--- config.mk ---
export PLATFORM = sky130hd
export DESIGN_NAME = fifo_bus_arbiter
export DESIGN_NICKNAME = d
export VERILOG_FILES = /design/src/rtl/fifo_arb_pkg.sv /design/src/rtl/arb_arrival_detect.sv /design/src/rtl/arb_order_queue.sv /design/src/rtl/arb_grant_decode.sv /design/src/rtl/fifo_bus_arbiter.sv
export SDC_FILE = /design/constraint.sdc
export NUM_CORES = 1
export LEC_CHECK = 0
export ABC_AREA = 1
export BUFFER_PORTS_ARGS = -buffer_cell sky130_fd_sc_hd__buf_2
export CAP_MARGIN = 20
export CORE_AREA = 2 2 56 58
export CTS_BUF_LIST = sky130_fd_sc_hd__clkbuf_8
export DETAILED_ROUTE_END_ITERATION = 10
export DIE_AREA = 0 0 58 60
export GPL_TIMING_DRIVEN = 0
export PLACE_DENSITY = 0.62
export SYNTH_ARGS = -nofsm -noshare
export SYNTH_HDL_FRONTEND = slang
export SYNTH_SLANG_ARGS = --single-unit
--- constraint.sdc ---
create_clock -name clk -period 7.35 [get_ports clk]
set_input_delay 0.3675 -clock clk [delete_from_list [all_inputs] [get_ports clk]]
set_output_delay 0.3675 -clock clk [all_outputs]
set_load 0.03 [all_outputs]
--- src/rtl/fifo_arb_pkg.sv ---
package fifo_arb_pkg;

    // Widest master index the head descriptor can carry.
    localparam int HEAD_IDX_W = 8;

    // Descriptor of the current queue head, passed from storage to grant decode.
    typedef struct packed {
        logic                  valid;
        logic [HEAD_IDX_W-1:0] idx;
    } head_info_t;

    // Bits needed to index n entries (at least one).
    function automatic int idx_bits(input int n);
        return (n > 1) ? $clog2(n) : 1;
    endfunction

endpackage

--- src/rtl/arb_arrival_detect.sv ---
module arb_arrival_detect #(
    parameter int N_MASTERS = 4
) (
    input  logic [N_MASTERS-1:0] req_i,
    input  logic [N_MASTERS-1:0] queued_i,
    output logic [N_MASTERS-1:0] arrive_o
);
    // A request counts as a new arrival only if that master is not already in line.
    always_comb begin
        arrive_o = req_i & ~queued_i;
    end
endmodule

--- src/rtl/arb_order_queue.sv ---
module arb_order_queue
    import fifo_arb_pkg::*;
#(
    parameter int N_MASTERS = 4,
    parameter int IDX_W     = 2,
    parameter int CNT_W     = 3
) (
    input  logic                 clk,
    input  logic                 rst,
    input  logic [N_MASTERS-1:0] req_i,
    input  logic [N_MASTERS-1:0] arrive_i,
    output logic [N_MASTERS-1:0] queued_o,
    output logic [CNT_W-1:0]     count_o,
    output head_info_t           head_o
);
    logic [IDX_W-1:0]     slots     [N_MASTERS];
    logic [IDX_W-1:0]     nxt_slots [N_MASTERS];
    logic [CNT_W-1:0]     cnt, nxt_cnt;
    logic [N_MASTERS-1:0] mask, nxt_mask;
    logic                 release_head;

    always_comb begin
        nxt_slots    = slots;
        nxt_cnt      = cnt;
        nxt_mask     = mask;
        release_head = (cnt != '0) && !req_i[slots[0]];
        // The head leaves when its request is sampled low: shift the line forward.
        if (release_head) begin
            for (int k = 0; k < N_MASTERS - 1; k++) begin
                nxt_slots[k] = slots[k+1];
            end
            nxt_slots[N_MASTERS-1] = '0;
            nxt_cnt                = cnt - 1'b1;
            nxt_mask[slots[0]]     = 1'b0;
        end
        // New arrivals go to the tail, lowest index first.
        for (int i = 0; i < N_MASTERS; i++) begin
            if (arrive_i[i]) begin
                nxt_slots[nxt_cnt[IDX_W-1:0]] = IDX_W'(i);
                nxt_cnt                       = nxt_cnt + 1'b1;
                nxt_mask[i]                   = 1'b1;
            end
        end
    end

    always_ff @(posedge clk) begin
        if (rst) begin
            for (int k = 0; k < N_MASTERS; k++) begin
                slots[k] <= '0;
            end
            cnt  <= '0;
            mask <= '0;
        end else begin
            slots <= nxt_slots;
            cnt   <= nxt_cnt;
            mask  <= nxt_mask;
        end
    end

    always_comb begin
        queued_o     = mask;
        count_o      = cnt;
        head_o.valid = (cnt != '0);
        head_o.idx   = HEAD_IDX_W'(slots[0]);
    end
endmodule

--- src/rtl/arb_grant_decode.sv ---
module arb_grant_decode
    import fifo_arb_pkg::*;
#(
    parameter int N_MASTERS = 4
) (
    input  head_info_t           head_i,
    output logic [N_MASTERS-1:0] gnt_o
);
    for (genvar g = 0; g < N_MASTERS; g++) begin : g_dec
        assign gnt_o[g] = head_i.valid && (head_i.idx == HEAD_IDX_W'(g));
    end
endmodule

--- src/rtl/fifo_bus_arbiter.sv ---
module fifo_bus_arbiter
    import fifo_arb_pkg::*;
#(
    parameter int N_MASTERS = 4
) (
    input  logic                 clk,
    input  logic                 rst,
    input  logic [N_MASTERS-1:0] req_i,
    output logic [N_MASTERS-1:0] gnt_o
);
    localparam int IDX_W = idx_bits(N_MASTERS);
    localparam int CNT_W = $clog2(N_MASTERS + 1);

    logic [N_MASTERS-1:0] arrive;
    logic [N_MASTERS-1:0] queued;
    logic [CNT_W-1:0]     occupancy;
    head_info_t           head;

    arb_arrival_detect #(.N_MASTERS(N_MASTERS)) u_arrive (
        .req_i    (req_i),
        .queued_i (queued),
        .arrive_o (arrive)
    );

    arb_order_queue #(
        .N_MASTERS (N_MASTERS),
        .IDX_W     (IDX_W),
        .CNT_W     (CNT_W)
    ) u_queue (
        .clk      (clk),
        .rst      (rst),
        .req_i    (req_i),
        .arrive_i (arrive),
        .queued_o (queued),
        .count_o  (occupancy),
        .head_o   (head)
    );

    arb_grant_decode #(.N_MASTERS(N_MASTERS)) u_dec (
        .head_i (head),
        .gnt_o  (gnt_o)
    );
endmodule

Word-level counts from Yosys, hierarchy flattened. Cells that the tools add are included.

Bits in registers: 15. Word-level logic and storage cells: 88.

$add $sub $neg: 5. Magnitude comparators: 10. Eq/ne operators: 3. Mux-type cells: 27. Bitwise logic cells: 17. Reductions and logical operators: 17.

Operator list (number): two-way mux 8 bit (5); bitwise AND 4 bit (4); demux 2 bit (select 2 bit) (4); NOT 4 bit (4); two-way mux 3 bit (5); adder 3 x 1 -> 3 bit (second input constant) (4); greater-or-equal comparator 3 bit (second input constant) (4); < comparator 3 x 1 -> 1 bit (second input constant) (4); NOT 2 -> 3 bit (4); logical AND 1 bit (10); bitwise AND 8 bit (1); logical NOT 8 bit (1); two-way mux 2 bit (4); NOT 8 bit (1); OR 4 bit (2); OR 8 bit (1); nonzero test 2 bit (4); two-way mux 1 bit (6); equality test 2 bit (second input constant) (2); two-way mux 4 bit (1); < comparator 2 x 3 -> 1 bit (second input constant) (1); nonzero test 3 bit (1); subtractor 3 x 1 -> 3 bit (second input constant) (1); binary-select mux 1 bit (select 2 bit) (1); other kinds (4) (4).

Longest topological paths before layout. Gate-level depths: netlist (run 1).

Depth after elaboration: 19. Mapped depth: 21. Gate-level depth less buffers: 19.

By module. A second synthesis (run 1) with hierarchy kept.

Cell total of the unflattened synthesis: 213. Area, all modules: 1412.6 um^2.

By module, submodules not included: arb_order_queue (instances 1, cells an instance 191, area an instance 1312.5 um^2); arb_grant_decode (instances 1, cells an instance 14, area an instance 60.1 um^2); arb_arrival_detect (instances 1, cells an instance 8, area an instance 40.0 um^2).

Least setup slack after synthesis (run 1). No wires, ideal clock.

Path type: reg-to-reg. From: register u_queue.cnt[0] (netlist: u_queue.count_o[0]). To: register u_queue.cnt[2] (netlist: u_queue.count_o[2]). Setup time: 0.113 ns. Arrival time: 2.879 ns. Required time: 7.237 ns. Setup slack: 4.358 ns. Cell stages (with the launch flop): 20. Period minus slack after synthesis: 2.992 ns. Path through: dfxtp_1 inv_1 ha_1 nand2_1 nand2_2 nor2_4 nand3_1 nand2_1 nand3_1 nand2_1 ha_1 o21ai_0 ha_1 nand2_1 xnor2_1 xor2_1 xor2_1 nand4_1 nand2_1 nor2_1.

Word-level cells in the longest chain between the ends: 11.

RTL lines: start, declared (line arb_order_queue.sv:18) `logic [CNT_W-1:0] cnt, nxt_cnt;`; start signal, assigned (line arb_order_queue.sv:55) `cnt <= nxt_cnt;`; branches (longest 2 deep; another with subtractor 3 x 1 -> 3 bit); two-way mux 3 bit * (line arb_order_queue.sv:28) `if (release_head) begin`; adder 3 x 1 -> 3 bit (line arb_order_queue.sv:40) `nxt_cnt = nxt_cnt + 1'b1;`; two-way mux 3 bit * (line arb_order_queue.sv:38) `if (arrive_i[i]) begin`; adder 3 x 1 -> 3 bit (line arb_order_queue.sv:40); two-way mux 3 bit * (line arb_order_queue.sv:38); adder 3 x 1 -> 3 bit (line arb_order_queue.sv:40); two-way mux 3 bit * (line arb_order_queue.sv:38); adder 3 x 1 -> 3 bit (line arb_order_queue.sv:40); two-way mux 3 bit * (line arb_order_queue.sv:38).

Mark *: on every way between the ends. A chain may end at the register's enable or synchronous reset.

Final worst setup path (run 1). Ends and elaborated chain as after synthesis.

==> summary.md, run 1 <==
| Metric | Value |
|---|---|
| Status | `finished clean` |
| Root Driver | `clkbuf_8` |
| Fillers | `313` |
| Part of the power in registers | `0.189` |
| Drt drc | `0` |
| Die area | `3480 sq um` |
| Die Y | `60 microns` |
| Main synth FF type | `dfxtp_1` |
| Max FO, Critical Path | `4` |
| GP Congestion | `0.840` |
| M2 GR Usage | `0.399` |
| GR Util All Layers | `0.216` |
| Ys async rst share | `0` |
| Post-synthesis mux area share | `0` |
| WP data required | `7.51 ns` |
| Switch share | `0.528` |
| Setup Viol. Count Final | `0` |
| # port buffers | `9` |
| Via Count | `1299` |
| Setup TNS Final | `0 ns` |
| Post-synthesis xor/xnor area fraction | `0.0258` |
| Gr busiest metal | `met2` |
| H-tree Lvls | `1` |
| Worst rel slew slack | `0.613` |
| Reg-to-reg startpoint | `u_queue.count_o[0]` |
| Main combinational cell family by area after synthesis | `simple AND/OR/NAND/NOR gates` |
| Worst path depth | `19` |
| Hold EP | `u_queue.count_o[1]` |
| Leakage | `0.751 nW` |
| Slowest CP cell | `dfxtp_1` |
| Slew @ Worst Pin | `0.581 ns` |
| Unique masters post-synth | `29` |
| Iter 0 DRT Violations | `59` |
| Drt first pass iters | `4` |
| Synth top cells by count | `nand2_1, inv_1, o21ai_0, nor2_1, dfxtp_1` |
| Antenna cells | `0` |
| Final Slew Violations | `0` |
| Post-synth top area cell | `dfxtp_1` |
| Clock Tree Buf Depth | `2` |
| Mapped cell area | `1360 sq um` |
| Reg clk slew, reported paths | `0.07 ns` |
| Syn_nets | `221` |
| CP top delay family | `simple AND/OR/NAND/NOR gates` |
| GRT met3 Usage | `0.0303` |
| Fin Clk Skew | `0.00896 ns` |
| Post-synth top area share | `0.221` |
| Final #Nets | `235` |
| Clk sink count | `15` |
| Routed WL | `3190 microns` |
| Internal | `0.301 mW` |
| Hold Path Origin | `rst` |
| Final period util | `0.464` |
| Routed Antenna Nets | `0` |
| Row Count | `20` |
| Worst R2R Setup Slack | `3.94 ns` |
| Share of total power in the clock network | `0.107` |
| P per Cell Area | `429 nW/um^2` |
| Share of cells above drive strength 1 | `0.195` |
| Remaining global-route overflow | `0` |
| CP arrival | `3.57 ns` |
| Crit Path Class | `reg2reg` |
| First-pass GRT wire length | `5560 microns` |
| Max Cap Viol | `0` |
| Initial antenna violation count | `0` |
| Fmax | `0.293 GHz` |
| Fin area | `1490 sq um` |
| WL/cell | `12.9 microns` |
| Minimum clock period | `3.41 ns` |
| Count leader, synth | `nand2_1` |
| Cts repair resizes | `0` |
| Largest stage delay on the critical path | `0.38 ns` |
| Reg-to-reg critical path endpoint | `u_queue.count_o[2]` |
| Initial Utilization | `0.467` |
| CTS Hold Bufs | `0` |
| Crit path cell chain | `inv_1 -> ha_1 -> nand2_1 -> nand2_2 -> nor2_4 -> nand3_1 -> nand2_1 -> nand3_1 -> nand2_1 -> ha_1 -> o21ai_0 -> ha_1 -> nand2_1 -> xnor2_1 -> xor2_1 -> xor2_1 -> nand4_1 -> nand2_1 -> nor2_1` |
| Buf/Inv on CP | `1` |
| CTS tree | `yes` |
| Avg Inst Size Synth | `6.71 sq um` |
| Top post-synthesis cells by area | `dfxtp_1, nand2_1, ha_1, inv_1, o21ai_0` |
| Routed vias/inst | `5.24` |
| CP Capture Type | `flop` |
| Fraction of the mapped netlist area in adder cells | `0.120` |
| Worst R2R Path Depth | `19` |
| RSZ-0062 raised after global routing | `no` |
| Dpl hpwl | `2650 microns` |
| Vias in the first global route | `1267` |
| Hold path cells | `2` |
| Synth Area in Simple Gates | `0.332` |
| Area Overhead vs Synth | `9.69%` |
| Crit-path most repeated cell | `nand2_1` |
| Number of synthesized flops with an enable pin | `0` |
| Yosys warns | `0` |
| Final Hold Viols | `0` |
| Part of the power in combinational logic | `0.704` |
| Net switching power | `0.337 mW` |
| IO Count | `10` |
| Die Wd | `58 microns` |
| Hold WC Path Type | `in2reg` |
| Crit start category | `flop` |
| Clk Latency, worst-skew pair | `0.26 ns` |
| CTS Buf Count | `3` |
| Post-Synthesis Cells | `202` |
| Post-synthesis sequential area ratio | `0.221` |
| Cell Area, Placed | `1440 sq um` |
| Post-synthesis compound-gate area fraction | `0.184` |
| #FFs+latches synth | `15` |
| Met1 GRT Util | `0.236` |
| Core area | `2900 sq um` |
| Setup Buffers After CTS | `0` |
| Pin count of the biggest net entering global routing | `11` |
| Max rail drop VDD | `0.186 mV` |
## layout make-up
| cell class | instances | area, sq um | area share |
|---|---|---|---|
| clock buffer | 3 | 41.3 | 0.0278 |
| tap | 33 | 41.3 | 0.0278 |
| multi-input combinational | 149 | 897 | 0.603 |
| sequential | 15 | 300 | 0.202 |
| inverter | 35 | 133 | 0.0892 |
| buffer | 3 | 26.3 | 0.0177 |
| timing repair buffer | 9 | 45.0 | 0.0303 |
| clock inverter | 1 | 3.75 | 0.00252 |
## layer usage
metal | wire length [microns] | up-vias
met3 | 93 | 8
met5 | 0 | -
met2 | 1570 | 26
li1 | - | 669
met4 | 109 | 0
met1 | 1420 | 596
## power groups by stage
stage,logic [mW],clock network (mW),registers [mW]
after floorplan,0.364,0,0.118
after global placement,0.437,0,0.122
after detailed placement,0.449,0,0.123
after CTS,0.452,0.0695,0.121
after global routing,0.519,0.0718,0.123
final,0.450,0.0683,0.121
## how the worst max path moves through the flow
stage,to,startpoint
final,u_queue.count_o[2],u_queue.count_o[0]
after global routing,u_queue.count_o[2],u_queue.count_o[0]
after CTS,u_queue.count_o[2],u_queue.count_o[0]
after detailed placement,u_queue.count_o[2],u_queue.count_o[0]
after global placement,u_queue.count_o[2],u_queue.count_o[0]
after floorplan,u_queue.count_o[2],u_queue.count_o[0]
## sequential cells by signal, summed over array words and instances (netlist names)
name and cells:
u_queue.head_o 2, u_queue.queued_o 4, u_queue.count_o 3, u_queue.slots 6
## metrics by stage
step / hold slack (ns) / setup WS, ns / power, mW / std cells / util
3_3_place_gp: 0.465 / 3.98 / 0.558 / 244 / 0.497
3_5_place_dp: 0.477 / 3.92 / 0.572 / 244 / 0.497
2_1_floorplan: 0.430 / 4.36 / 0.482 / 202 / -
6_report: 0.326 / 3.94 / 0.639 / 248 / 0.513
5_1_grt: 0.344 / 3.53 / 0.714 / 248 / 0.513
4_1_cts: 0.328 / 3.92 / 0.642 / 248 / 0.513
## cells by family after synthesis
family	Yosys count
simple gates	90
compound gates	42
xor+xnor	4
flops	15
buf+inv	38
fa+ha+maj	13
## layout by cell type (no fill, tap or decap), drive strengths merged, types with 3 or more instances in the layout
master / Yosys / routed
nand2: 53 / 53
inv: 34 / 35
o21ai: 21 / 21
nor2: 19 / 19
a21oi: 16 / 16
nand3: 16 / 16
dfxtp: 15 / 15
ha: 13 / 13
buf: 2 / 11
clkbuf: 1 / 4
xor2: 3 / 3
o22ai: 3 / 3
No activity file was read; power rests on OpenSTA's default activity.
==> run 2, diff against run 1 <==
Clock period 7.35 ns to 3.5 ns, I/O delays scaled along.
==> summary.md, run 2 (synthesized netlist as in run 1, its figures left out) <==
| Metric | Value |
|---|---|
| Crit start category | `flop` |
| Worst slack at placement | `0.0721 ns (-3.85 ns)` |
| Max rail drop VDD | `0.406 mV (+120%)` |
| Share of total power in the clock network | `0.105 (-0.002)` |
| GP Congestion | `0.840 (unchanged)` |
| Reg clk slew, reported paths | `0.07 ns (about the same)` |
| GR Util All Layers | `0.216 (unchanged)` |
| GRT met3 Usage | `0.0303 (unchanged)` |
| Initial antenna violation count | `0 (unchanged)` |
| CTS Buf Count | `3 (unchanged)` |
| Part of the power in combinational logic | `0.709 (+0.005)` |
| Status | `finished clean` |
| Fmax | `0.317 GHz (+8.1%)` |
| Area occupied by multi-input gates | `906 sq um (+0.98%)` |
| Final period util | `0.902 (+0.438)` |
| Routed Antenna Nets | `0 (unchanged)` |
| WP data required | `3.65 ns (-3.86 ns)` |
| # port buffers | `9 (unchanged)` |
| Final worst slack | `0.343 ns (-3.59 ns)` |
| Via Count | `1277 (-1.7%)` |
| Cell Area, Placed | `1440 sq um (unchanged)` |
| P per Cell Area | `913 nW/um^2 (+110%)` |
| Part of the power in registers | `0.186 (-0.003)` |
| Fin area | `1500 sq um (+0.67%)` |
| Most frequent cells in the layout | `nand2_1, inv_1, o21ai_0` |
| Final Slew Violations | `0 (unchanged)` |
| Max FO, Critical Path | `4 (unchanged)` |
| Die Y | `60 microns (unchanged)` |
| Row Count | `20 (unchanged)` |
| Fin Clk Skew | `0.00873 ns (-0.000232 ns)` |
| Iter 0 DRT Violations | `52 (-12%)` |
| Minimum clock period | `3.16 ns (-0.257 ns)` |
| Initial Utilization | `0.467 (unchanged)` |
| Clk Latency, worst-skew pair | `0.25 ns (about the same)` |
| Commonest non-fill, non-tap cell in the layout | `nand2_1` |
| Fillers | `311 (-0.64%)` |
| RSZ-0062 raised after global routing | `no` |
| IO Count | `10 (unchanged)` |
| Clk sink count | `15 (unchanged)` |
| Core area | `2900 sq um (unchanged)` |
| WL/cell | `13.0 microns (+1.1%)` |
| CTS tree | `yes` |
| Met1 GRT Util | `0.236 (unchanged)` |
| Setup TNS Final | `0 ns (unchanged)` |
| Net switching power | `0.721 mW (+110%)` |
| Die area | `3480 sq um (unchanged)` |
| Share of cells above drive strength 1 | `0.214 (+0.0186)` |
| Die Wd | `58 microns (unchanged)` |
| Setup Buffers After CTS | `0 (unchanged)` |
| Hold WC Path Type | `in2reg` |
| Worst rel slew slack | `0.617 (+0.00466)` |
| Pin count of the biggest net entering global routing | `11 (unchanged)` |
| Final Hold Viols | `0 (unchanged)` |
| Antenna cells | `0 (unchanged)` |
| Crit Path Class | `reg2reg` |
| FF+latch area | `302 sq um (+0.42%)` |
| Dpl hpwl | `2650 microns (unchanged)` |
| Vias in the first global route | `1267 (unchanged)` |
| Final #Nets | `235 (unchanged)` |
| Setup Viol. Count Final | `0 (unchanged)` |
| Gr busiest metal | `met2` |
| First-pass GRT wire length | `5560 microns (unchanged)` |
| Worst Hold Slack | `0.136 ns (-0.190 ns)` |
| Clock Tree Buf Depth | `2 (unchanged)` |
| CP Capture Type | `flop` |
| Switch share | `0.527 (-0.000963)` |
| Routed WL | `3230 microns (+1.1%)` |
| Max Cap Viol | `0 (unchanged)` |
| M2 GR Usage | `0.399 (unchanged)` |
| Drt drc | `0 (unchanged)` |
| CP arrival | `3.31 ns (-0.26 ns)` |
| Slew @ Worst Pin | `0.574 ns (-0.00699 ns)` |
| Max reg flops | `6 (unchanged)` |
| Internal | `0.646 mW (+110%)` |
| Pwr Total | `1.37 mW (+110%)` |
| Root Driver | `clkbuf_8` |
| Drt first pass iters | `5 (+1)` |
| Largest Register | `u_queue.slots` |
| H-tree Lvls | `1 (unchanged)` |
| Leakage | `0.753 nW (+0.25%)` |
| Routed vias/inst | `5.15 (-1.7%)` |
| Area Overhead vs Synth | `10.4%` |
| Remaining global-route overflow | `0 (unchanged)` |
-- run 2: cell types whose count changed in the layout (fill, tap and decap cells not counted) --
cell | previous run | this run
nand2_2 | 7 | 9
dfxtp_1 | 15 | 14
o21ai_0 | 19 | 17
o21ai_2 | 1 | 2
o21ai_1 | 1 | 2
dfxtp_2 | 0 | 1
nand2_1 | 44 | 42
-- run 2: critical path: stages, from the launching register on --
cell     delay (ns)
dfxtp_2        0.36
inv_1          0.09
ha_1           0.22
nand2_2        0.12
nand2_2        0.08
nor2_4         0.13
nand3_1        0.13
nand2_2        0.13
nand3_1        0.13
nand2_1        0.13
ha_1           0.26
o21ai_2        0.19
ha_1           0.17
nand2_1        0.10
xnor2_1        0.21
xor2_1         0.19
xor2_1         0.21
nand4_1        0.11
nand2_1        0.07
nor2_1         0.03
-- run 2: path summary, 6_finish.rpt --
path / slack, ns / endpoint / depth (start not counted) / startpoint
worst max-delay path: 0.34 / u_queue.count_o[2] / 19 / u_queue.count_o[0]
worst min-delay path: 0.14 / u_queue.count_o[1] / 2 / rst
worst max register to register: 0.34 / u_queue.count_o[2] / 19 / u_queue.count_o[0]
worst min register to register: 0.49 / u_queue.queued_o[1] / 2 / u_queue.queued_o[1]
-- run 2: power by group through the flow --
| stage | logic [mW] | registers [mW] | clock network, mW |
|---|---|---|---|
| after detailed placement | 0.944 | 0.257 | 0 |
| after global routing | 1.11 | 0.259 | 0.151 |
| after floorplan | 0.764 | 0.248 | 0 |
| final | 0.969 | 0.255 | 0.143 |
| after global placement | 0.917 | 0.256 | 0 |
| after CTS | 0.949 | 0.254 | 0.146 |
-- run 2: repair_timing --
action	CTS	global route
hold buffers	0	0
resized for setup	0	6
endpoints found under the hold margin	0	0
endpoints found under the setup margin	0	6
-- run 2: layer usage --
metal / wire [microns] / vias to the layer above
li1: - / 668
met1: 1460 / 584
met2: 1590 / 19
met3: 83 / 6
met4: 87 / 0
met5: 0 / -
-- run 2: layout make-up --
type / instances / area share
inverters: 35 / 0.0886
clock inverters: 1 / 0.00251
well taps: 33 / 0.0276
clock buffers: 3 / 0.0276
multi-input cells: 149 / 0.605
repair buffers: 9 / 0.0301
flip-flops and latches: 15 / 0.201
plain buffers: 3 / 0.0175
-- run 2: per-stage QoR --
stage                      util  std cells
final                     0.516        248
after global routing      0.516        248
after CTS                 0.513        248
after detailed placement  0.497        244
after global placement    0.497        244
after floorplan               -        202
==> run 3, diff against run 2 <==
Settings changed: CORE_AREA 2 2 56 58 to 2 2 71 46, DIE_AREA 0 0 58 60 to 0 0 73 48, PLACE_DENSITY 0.62 to 0.63, RECOVER_POWER from default to 100.
==> summary.md, run 3 (synthesized netlist as in run 1, its figures left out) <==
| Metric | Value |
|---|---|
| Row Count | `15 (-25%)` |
| Initial antenna violation count | `0 (unchanged)` |
| Hold WC Path Type | `in2reg` |
| Dpl hpwl | `2760 microns (+4.1%)` |
| Final Hold Viols | `0 (unchanged)` |
| Hold path cells | `2 (unchanged)` |
| Status | `finished clean` |
| Max Cap Viol | `0 (unchanged)` |
| Initial Utilization | `0.485 (+0.0178)` |
| Max reg flops | `6 (unchanged)` |
| H-tree Lvls | `1 (unchanged)` |
| Remaining global-route overflow | `0 (unchanged)` |
| Area Overhead vs Synth | `10.5% (about the same)` |
| CP arrival | `3.44 ns (+0.13 ns)` |
| Reg-to-reg startpoint | `u_queue.count_o[0]` |
| Die area | `3500 sq um (+0.69%)` |
| Largest Register | `u_queue.slots` |
| Iter 0 DRT Violations | `94 (+81%)` |
| Die Wd | `73 microns (+26%)` |
| Final Slew Violations | `0 (unchanged)` |
| Routed Antenna Nets | `0 (unchanged)` |
| Cell Area, Placed | `1440 sq um (about the same)` |
| GR Util All Layers | `0.219 (+0.00294)` |
| WL met2 | `1350 microns (-15%)` |
| Crit start category | `flop` |
| RSZ-0062 raised after global routing | `no` |
| Part of the power in registers | `0.181 (-0.005)` |
| Uppermost layer routed | `met4` |
| Worst R2R Path Depth | `20 (+1)` |
| Root Driver | `clkbuf_8` |
| CTS Buf Count | `3 (unchanged)` |
| Share of cells above drive strength 1 | `0.194 (-0.0204)` |
| Net switching power | `0.755 mW (+4.8%)` |
| Worst rel slew slack | `0.675 (+0.0580)` |
| Commonest non-fill, non-tap cell in the layout | `nand2_1` |
| Share of total power in the clock network | `0.105 (about the same)` |
| CTS tree | `yes` |
| Fmax | `0.304 GHz (-4.1%)` |
| Minimum clock period | `3.29 ns (+0.136 ns)` |
| # port buffers | `9 (unchanged)` |
| Hold Path Origin | `rst` |
| Setup Viol. Count Final | `0 (unchanged)` |
| Slew @ Worst Pin | `0.487 ns (-0.0870 ns)` |
| Crit path cell chain | `inv_1 -> ha_1 -> nand2_2 -> nand3_4 -> buf_6 -> nand2_2 -> o21ai_2 -> ha_1 -> o21ai_1 -> nand2_1 -> o21ai_2 -> ha_1 -> nand2_1 -> xnor2_2 -> xor2_1 -> xor2_1 -> buf_4 -> nand4_1 -> nand2_1 -> nor2_1` |
| Routed vias/inst | `5.14 (-0.19%)` |
| Clock Tree Buf Depth | `2 (unchanged)` |
| IO Count | `10 (unchanged)` |
| Clk Latency, worst-skew pair | `0.26 ns (about the same)` |
| CP Capture Type | `flop` |
| Max rail drop VDD | `0.328 mV (-19%)` |
| Core area | `2800 sq um (-3.7%)` |
| Slowest CP cell | `dfxtp_1` |
| Final period util | `0.941 (+0.0390)` |
| Setup TNS Final | `0 ns (unchanged)` |
| Wire length on met3 | `206 microns (+150%)` |
| Hold EP | `u_queue.count_o[1]` |
| Pin count of the biggest net entering global routing | `11 (unchanged)` |
| Leakage | `0.749 nW (-0.52%)` |
| Worst R2R Setup Slack | `0.21 ns (-0.14 ns)` |
| Via Count | `1290 (+1.0%)` |
| Reg clk slew, reported paths | `0.07 ns (about the same)` |
| Fin Clk Skew | `0.00207 ns (-0.00666 ns)` |
| Antenna cells | `0 (unchanged)` |
| Fin area | `1500 sq um (about the same)` |
| Most frequent cells in the layout | `nand2_1, inv_1, o21ai_0` |
| First-pass GRT wire length | `5550 microns (-0.25%)` |
| Drt first pass iters | `4 (-1)` |
| Internal | `0.665 mW (+2.9%)` |
| WP data required | `3.65 ns (about the same)` |
| Clk sink count | `15 (unchanged)` |
| Switch share | `0.532 (+0.00444)` |
| WL/cell | `13.6 microns (+4.5%)` |
| Routed WL | `3410 microns (+5.7%)` |
| Routed length on met1 | `1830 microns (+25%)` |
| Vias in the first global route | `1171 (-7.6%)` |
| Part of the power in combinational logic | `0.714 (+0.005)` |
| CTS Hold Bufs | `0 (unchanged)` |
| Reg-to-reg critical path endpoint | `u_queue.count_o[2]` |
| Drt drc | `0 (unchanged)` |
| P per Cell Area | `947 nW/um^2 (+3.8%)` |
| Max FO, Critical Path | `10 (+6)` |
| Largest stage delay on the critical path | `0.35 ns (about the same)` |
| Final #Nets | `237 (+0.85%)` |
| GP Congestion | `0.873 (+3.9%)` |
| Die Y | `48 microns (-20%)` |
| Crit Path Class | `reg2reg` |
[run 3: power by group through the flow]
stage / logic (mW) / registers, mW / clock network (mW)
4_1_cts: 0.998 / 0.255 / 0.153
5_1_grt: 1.14 / 0.262 / 0.160
6_report: 1.01 / 0.257 / 0.149
3_5_place_dp: 0.961 / 0.259 / 0
2_1_floorplan: 0.764 / 0.248 / 0
3_3_place_gp: 0.938 / 0.260 / 0
[run 3: layout make-up]
type	instances	area (sq um)
fill	294	1300
multi-input combinational	149	896
sequential	15	300
inverter	35	133
timing repair buffer	11	55.1
tap	34	42.5
clock buffer	3	41.3
buffer	3	26.3
clock inverter	1	5.00
[run 3: worst max path at each step]
| stage | startpoint | endpoint | depth (start not counted) |
|---|---|---|---|
| CTS | u_queue.count_o[0] | u_queue.count_o[2] | 20 |
| floorplan | u_queue.count_o[0] | u_queue.count_o[2] | 19 |
| global placement | u_queue.count_o[0] | u_queue.count_o[2] | 19 |
| finish | u_queue.count_o[0] | u_queue.count_o[2] | 20 |
| detailed placement | u_queue.count_o[0] | u_queue.count_o[2] | 19 |
| global route | u_queue.count_o[0] | u_queue.count_o[2] | 20 |
[run 3: worst max-delay path: cells and delay by family, from the launching register on]
| family | cells | cell delay (ns) |
|---|---|---|
| compound gates | 3 | 0.41 |
| xor+xnor | 3 | 0.55 |
| fa+ha+maj | 3 | 0.69 |
| buf+inv | 3 | 0.42 |
| flops | 1 | 0.35 |
| simple gates | 8 | 0.79 |
[run 3: what timing repair did]
item	CTS	global route
buffers inserted	1	1
gates resized for setup	1	7
setup endpoints to repair	1	1
cloned	0	0
pin swaps	1	1
[run 3: per-stage QoR]
stage                     power [mW]  hold slack [ns]  std cells  worst slack [ns]  utilization
after detailed placement        1.22            0.400        245           -0.0326        0.516
after global routing            1.56            0.134        251            0.0263        0.536
after floorplan                 1.01            0.237        202             0.508            -
after global placement          1.20            0.401        245            0.0336        0.516
after CTS                       1.41            0.125        250            0.0352        0.536
final                           1.42            0.132        251             0.207        0.536
[run 3: layer usage]
layer,vias up,track usage
met2,32,0.319
met4,0,0.0556
li1,671,-
met3,4,0.0716
met1,583,0.312
met5,-,0
